--- src/rtl/rowseq_pkg.sv ---
package rowseq_pkg;
  typedef enum logic [1:0] {
    PH_IDLE = 2'd0,
    PH_RD   = 2'd1,
    PH_CAL  = 2'd2,
    PH_LAT  = 2'd3
  } phase_e;
endpackage

--- src/rtl/rowseq_slot_timer.sv ---
module rowseq_slot_timer
  import rowseq_pkg::*;
#(
  parameter int SLOT_CLKS = 16,
  parameter int RD_LEN    = 6,
  parameter int CAL_LEN   = 7,
  parameter int LAT_LEN   = 2,
  parameter int CLAMP_LEN = 3,
  localparam int CYC_W    = $clog2(SLOT_CLKS)
) (
  input  logic             clk,
  input  logic             rst,
  input  logic             en,
  input  logic             act,
  input  logic             restart,
  output logic [CYC_W-1:0] cyc,
  output logic             slot_end,
  output phase_e           phase,
  output logic             clamp
);
  // phase boundaries; RD_LEN+CAL_LEN+LAT_LEN must stay below SLOT_CLKS
  localparam logic [CYC_W-1:0] CAL_FIRST  = CYC_W'(RD_LEN);
  localparam logic [CYC_W-1:0] LAT_FIRST  = CYC_W'(RD_LEN + CAL_LEN);
  localparam logic [CYC_W-1:0] IDLE_FIRST = CYC_W'(RD_LEN + CAL_LEN + LAT_LEN);
  localparam logic [CYC_W-1:0] CLAMP_END  = CYC_W'(RD_LEN + CLAMP_LEN);
  localparam logic [CYC_W-1:0] CYC_LAST   = CYC_W'(SLOT_CLKS - 1);

  assign slot_end = act && (cyc == CYC_LAST);

  always_ff @(posedge clk) begin
    if (rst || !en || (act && restart)) cyc <= '0;
    else if (act)                        cyc <= slot_end ? '0 : cyc + 1'b1;
  end

  always_comb begin
    phase = PH_IDLE;
    if (act) begin
      if      (cyc < CAL_FIRST)  phase = PH_RD;
      else if (cyc < LAT_FIRST)  phase = PH_CAL;
      else if (cyc < IDLE_FIRST) phase = PH_LAT;
    end
  end

  assign clamp = act && (cyc >= CAL_FIRST) && (cyc < CLAMP_END);
endmodule

--- src/rtl/rowseq_row_counter.sv ---
module rowseq_row_counter #(
  parameter int N_ROWS   = 928,
  parameter int GRP_ROWS = 16,
  localparam int N_GRPS  = N_ROWS / GRP_ROWS,
  localparam int ROW_W   = $clog2(N_ROWS),
  localparam int GRP_W   = $clog2(N_GRPS),
  localparam int SUB_W   = $clog2(GRP_ROWS)
) (
  input  logic             clk,
  input  logic             rst,
  input  logic             en,
  input  logic             act,
  input  logic             restart,
  input  logic             slot_end,
  output logic [ROW_W-1:0] row,
  output logic [GRP_W-1:0] grp
);
  localparam logic [ROW_W-1:0] ROW_LAST = ROW_W'(N_ROWS - 1);
  localparam logic [SUB_W-1:0] SUB_LAST = SUB_W'(GRP_ROWS - 1);

  logic [SUB_W-1:0] sub;

  always_ff @(posedge clk) begin
    if (rst || !en || (act && restart)) begin
      row <= '0;
      sub <= '0;
      grp <= '0;
    end else if (slot_end) begin
      if (row == ROW_LAST) begin
        row <= '0;
        sub <= '0;
        grp <= '0;
      end else begin
        row <= row + 1'b1;
        if (sub == SUB_LAST) begin
          sub <= '0;
          grp <= grp + 1'b1;
        end else begin
          sub <= sub + 1'b1;
        end
      end
    end
  end
endmodule

--- src/rtl/rowseq_decoder.sv ---
module rowseq_decoder #(
  parameter int N_ROWS   = 928,
  parameter int GRP_ROWS = 16,
  localparam int N_GRPS  = N_ROWS / GRP_ROWS,
  localparam int ROW_W   = $clog2(N_ROWS),
  localparam int GRP_W   = $clog2(N_GRPS)
) (
  input  logic              act,
  input  logic [ROW_W-1:0]  row,
  input  logic [GRP_W-1:0]  grp,
  output logic [N_ROWS-1:0] row_sel,
  output logic [N_ROWS-1:0] row_pwr,
  output logic [N_GRPS-1:0] grp_sel
);
  for (genvar r = 0; r < N_ROWS; r++) begin : g_row
    localparam int PREV = (r == 0) ? N_ROWS - 1 : r - 1;
    assign row_sel[r] = act && (row == ROW_W'(r));
    // powered in the slot ahead of its own read, then through it
    assign row_pwr[r] = act && ((row == ROW_W'(r)) || (row == ROW_W'(PREV)));
  end

  for (genvar g = 0; g < N_GRPS; g++) begin : g_grp
    assign grp_sel[g] = act && (grp == GRP_W'(g));
  end
endmodule

--- src/rtl/row_sequencer.sv ---
module row_sequencer
  import rowseq_pkg::*;
#(
  parameter int N_ROWS    = 928,
  parameter int GRP_ROWS  = 16,
  parameter int SLOT_CLKS = 16,
  parameter int RD_LEN    = 6,
  parameter int CAL_LEN   = 7,
  parameter int LAT_LEN   = 2,
  parameter int CLAMP_LEN = 3,
  localparam int N_GRPS   = N_ROWS / GRP_ROWS,
  localparam int ROW_W    = $clog2(N_ROWS)
) (
  input  logic              clk,
  input  logic              rst,
  input  logic              en,
  input  logic              restart,
  output logic [N_ROWS-1:0] row_sel,
  output logic [N_ROWS-1:0] row_pwr,
  output logic [N_GRPS-1:0] grp_sel,
  output logic [ROW_W-1:0]  row_idx,
  output logic              ph_rd,
  output logic              ph_cal,
  output logic              ph_lat,
  output logic              clamp,
  output logic              sof
);
  localparam int CYC_W = $clog2(SLOT_CLKS);
  localparam int GRP_W = $clog2(N_GRPS);

  logic             act;
  logic [CYC_W-1:0] cyc;
  logic             slot_end;
  phase_e           phase;
  logic [GRP_W-1:0] grp;

  always_ff @(posedge clk) begin
    if (rst) act <= 1'b0;
    else     act <= en;
  end

  rowseq_slot_timer #(
    .SLOT_CLKS(SLOT_CLKS), .RD_LEN(RD_LEN), .CAL_LEN(CAL_LEN),
    .LAT_LEN(LAT_LEN), .CLAMP_LEN(CLAMP_LEN)
  ) u_slot (
    .clk(clk), .rst(rst), .en(en), .act(act), .restart(restart),
    .cyc(cyc), .slot_end(slot_end), .phase(phase), .clamp(clamp)
  );

  rowseq_row_counter #(.N_ROWS(N_ROWS), .GRP_ROWS(GRP_ROWS)) u_rows (
    .clk(clk), .rst(rst), .en(en), .act(act), .restart(restart),
    .slot_end(slot_end), .row(row_idx), .grp(grp)
  );

  rowseq_decoder #(.N_ROWS(N_ROWS), .GRP_ROWS(GRP_ROWS)) u_dec (
    .act(act), .row(row_idx), .grp(grp),
    .row_sel(row_sel), .row_pwr(row_pwr), .grp_sel(grp_sel)
  );

  assign ph_rd  = (phase == PH_RD);
  assign ph_cal = (phase == PH_CAL);
  assign ph_lat = (phase == PH_LAT);
  assign sof    = act && (row_idx == '0) && (cyc == '0);
endmodule

--- config.mk ---
export PLATFORM = sky130hd
export DESIGN_NAME = row_sequencer
export DESIGN_NICKNAME = d
export VERILOG_FILES = /design/src/rtl/rowseq_pkg.sv /design/src/rtl/rowseq_slot_timer.sv /design/src/rtl/rowseq_row_counter.sv /design/src/rtl/rowseq_decoder.sv /design/src/rtl/row_sequencer.sv
export SDC_FILE = /design/constraint.sdc
export NUM_CORES = 1
export LEC_CHECK = 0
export BUFFER_PORTS_ARGS = -buffer_cell sky130_fd_sc_hd__buf_2
export CAP_MARGIN = 20
export CELL_PAD_IN_SITES_DETAIL_PLACEMENT = 1
export CELL_PAD_IN_SITES_GLOBAL_PLACEMENT = 1
export CORE_AREA = 2 2 750 752
export CTS_BUF_LIST = sky130_fd_sc_hd__clkbuf_4
export CTS_CLUSTER_DIAMETER = 100
export DETAILED_ROUTE_END_ITERATION = 8
export DIE_AREA = 0 0 752 754
export HOLD_SLACK_MARGIN = 0.12
export PLACE_DENSITY_LB_ADDON = 0.12
export SYNTH_ARGS = -nofsm -noshare
export SYNTH_HDL_FRONTEND = slang
export SYNTH_SLANG_ARGS = --single-unit
--- constraint.sdc ---
create_clock -name clk -period 2.45 [get_ports clk]
set_clock_uncertainty 0.15 [all_clocks]
set_input_delay 0.245 -clock clk [delete_from_list [all_inputs] [get_ports clk]]
set_output_delay 0.245 -clock clk [all_outputs]
set_load 0.01 [all_outputs]
==> flow_summary_export.csv <==
group,metric,value,unit
placement,dp_hpwl,249.9,mm
global_route,grt.total_usage,0.1048,
global_route,grt_pass1_wl,378.2,mm
routing,drt_first_pass_iters,5,
placement,gp_congestion,0.7293,
setup_path,cpPeakStageDelay,0.56,ns
placement,post-place-ws,-0.3837,ns
sta,min_period_over_period,1.160,
routing,drt-total-wl,333.8,mm
synthesis,synthSimpleGateAreaFrac,0.7463,
synthesis,synthesis.area,0.01188,mm2
setup_path,crit_type,"reg2out",
global_route,grt_max_degree,54,
setup_path,cp.arrival,2.45,ns
sta,finalSetupViolations,1839,
sta,whs,0.1162,ns
setup_path,r2r_setup_slack,0.02,ns
power,leakage,18.85,nW
setup_path,critPathBufInv,4,
routing,remaining_drc_errors,0,
sta,hold_viol_final,0,
placement,io_buffers,1932,
setup_path,rr_worst_depth,9,
power,ir_drop,146.2,uV
clock_network,clk_path_buf_depth,2,
routing,dr_total_vias,28800,
layout,regArea,541.8,um2
setup_path,critPathTopFamily,"buffers and inverters",
synthesis,synthMuxAreaShare,0.002632,
floorplan,fp-row-count,275,
layout,nNetsFinal,4978,
floorplan,start_util,0.02125,
setup_path,worst_ep_required_time,2.06,ns
setup_path,slowest_stage,"or4_4",
setup_path,reg2reg_to,"u_rows.grp[2]",
synthesis,synth_flop_cell,"dfxtp_1",
setup_path,critPathCaptureType,"output pin",
synthesis,synthArstFlopShare,0,
synthesis,ys_ff_latch,25,
clock_network,cts_tree,"yes",
clock_network,root_buffer,"clkbuf_4",
setup_path,r2r-start,"act",
power,p_per_area,21.00,mW/mm2
floorplan,core_region_area,0.5591,mm2
clock_network,cts_sinks,25,
synthesis,synth_top_family_by_area,"simple AND/OR/NAND/NOR gates",
layout,multiInputGateArea,0.01188,mm2
placement,placed_area,0.03619,mm2
synthesis,syn_inst,2718,
routing,final_antenna_net_count,0,
synthesis,yosysSeqAreaShare,0.04212,
routing,wl_per_cell,26.74,um
layout,stdcell_area,0.04353,mm2
layout,drive_gt1_frac,0.6091,
sta,rsz0062_at_grt,"true",
sta,tightest_slew,0.6352,ns
synthesis,postSynthAreaPerCell,4.372,um2
min_path,hold_class,"in2reg",
layout,fill_cells,67500,
sta,worst_slack,-0.3912,ns
setup_path,worstSetupStartpointType,"flip-flop",
min_path,min_to,"act",
setup_path,crit_chain,"buf_4 > or4_4 > buf_12 > clkbuf_16 > nor3_1 > buf_2",
synthesis,synth_fp_nets,2735,
synthesis,synth_edf_count,0,
min_path,holdPathStages,3,
power,finalPower,0.9143,mW
synthesis,synthXorXnorAreaFrac,0.007371,
status,status,"finished, violations left",
run,maxCapViolations,0,
routing,viasPerCell,2.308,
layout,area_delta_synth_final,266.3,%
sta,slew_headroom,0.5765,
clock_network,clk_pin_slew,0.20,ns
synthesis,synth-compound-area-share,0.03633,
global_route,grt_pass1_vias,28330,
floorplan,dieHeight,754,um
status,violations,"negative setup slack",
global_route,grt_overflow,0,
sta,fmax,352.0,MHz
global_route,antenna_found_initial,73,
synthesis,yosys_warnings,0,
min_path,hp-start,"rst",
synthesis,synth_cell_type_count,53,
setup_path,crit_fanout,12,
sta,period_needed,2.841,ns
clock_network,clk_latency,0.38,ns
floorplan,dieArea,0.5670,mm2
floorplan,pin_count,1933,
routing,dr.first_iter.drc_count,1834,
clock_network,clock_tree.htree_level_count,1,
clock_network,cts_buffers,3,
synthesis,synth-adder-area-share,0.01369,
floorplan,die_w,752,um
sta,slew_viol_final,0,
==> sequential cells by signal, indices dropped and copies added (netlist names) <==
signal	flops
u_rows.grp	6
u_rows.sub	4
act	1
u_slot.cyc	4
u_rows.row	10
==> tightest hold or removal path, cell delays in order <==
cell	delay, ns
buf_2	0.12
nor2b_1	0.09
buf_4	0.17
==> per-layer routing <==
metal | up-vias | track usage | routed length (um)
met5 | - | 0 | 16
met4 | 2 | 0.01605 | 4873
met3 | 99 | 0.02090 | 19300
met2 | 1538 | 0.1920 | 169300
met1 | 14310 | 0.1271 | 140300
li1 | 12850 | - | -
==> stage by stage <==
step,cells,TNS [ns],utilization
2_1_floorplan,2718,0,-
3_3_place_gp,12180,-63.03,0.06467
3_5_place_dp,12190,-48.04,0.06472
4_1_cts,12330,-394.17,0.07092
5_1_grt,12460,-479.40,0.07775
6_report,12480,-278.19,0.07786
==> final cells by class <==
| class | count | area share |
|---|---|---|
| antenna | 41 | 0.002357 |
| clock buffer | 3 | 0.0005174 |
| clock inverter | 1 | 0.0001150 |
| inverter | 7 | 0.0007760 |
| multi-input combinational | 2275 | 0.2728 |
| sequential | 25 | 0.01245 |
| tap | 7479 | 0.2150 |
| timing repair buffer | 2649 | 0.4960 |
==> Yosys cell counts (all sizes together), types with 2 or more instances <==
cell type / count / area, um2
a22oi: 9 / 67.56
nand3: 34 / 170.2
and4: 4 / 35.03
buf: 178 / 898.3
ha: 13 / 162.7
nand2: 128 / 480.5
or2: 10 / 62.56
nor2: 1705 / 6405
a311oi: 2 / 17.52
or3b: 2 / 17.52
xor2: 7 / 61.31
nand3b: 4 / 30.03
a21oi: 6 / 30.03
o31ai: 3 / 22.52
a21boi: 2 / 15.02
o2111ai: 2 / 17.52
and3: 8 / 50.05
nor3: 234 / 1236
xnor2: 3 / 26.28
nor2b: 5 / 31.28
o22ai: 20 / 125.1
o21ai: 20 / 100.1
mux2i: 2 / 20.02
inv: 7 / 26.28
or3: 10 / 62.56
nand2b: 12 / 82.58
nor3b: 2 / 20.02
dfxtp: 25 / 500.5
a32oi: 2 / 17.52
nand4: 9 / 71.32
and2: 8 / 50.05
or4: 2 / 15.01
clkbuf: 233 / 875.8
==> placed cells by master (no fill, tap or decap), types with 12 or more instances in the layout <==
| master | instances |
|---|---|
| buf_12 | 297 |
| buf_16 | 44 |
| buf_2 | 1794 |
| buf_4 | 272 |
| buf_6 | 172 |
| buf_8 | 29 |
| clkbuf_16 | 36 |
| dfxtp_1 | 14 |
| diode_2 | 41 |
| nand2_1 | 60 |
| nand2_2 | 27 |
| nand2_4 | 23 |
| nand2_8 | 18 |
| nand3_1 | 23 |
| nor2_1 | 1577 |
| nor2_2 | 38 |
| nor2_4 | 90 |
| nor3_1 | 161 |
| nor3_2 | 59 |
| nor3_4 | 14 |
| o21ai_4 | 12 |
| o22ai_1 | 14 |
==> power by group <==
group          switching, mW  internal [mW]
clock                  0.179         0.0617
combinational          0.172          0.104
sequential           0.00168          0.397
==> how the worst max path moves through the flow <==
stage	end	cells after the start	from	slack [ns]
after global placement	row_pwr[667]	7	u_rows.row[0]	-0.60
after global routing	sof	8	u_rows.row[7]	-0.45
after floorplan	row_sel[432]	8	u_rows.row[0]	0.18
after CTS	row_pwr[458]	8	u_rows.row[6]	-0.38
after detailed placement	row_sel[706]	8	u_rows.row[6]	-0.38
final	row_sel[518]	6	u_rows.row[4]	-0.39
==> cell families after synthesis <==
kind of cell             Yosys count
AO/OA/AOI/OAI                     68
XOR/XNOR                          10
adder cells (fa/ha/maj)           13
buffers and inverters            418
flip-flops                        25
multiplexers                       3
AND/OR/NAND/NOR                 2181
==> what timing repair did <==
action	4_1_cts	5_1_grt
endpoints found under the hold margin	2	0
gates resized for setup	357	514
endpoints found under the setup margin	1873	1889
pin swaps	55	64
cloned	26	43
setup buffers	120	73
hold buffers	1	0
No activity file was read; power rests on OpenSTA's default activity.
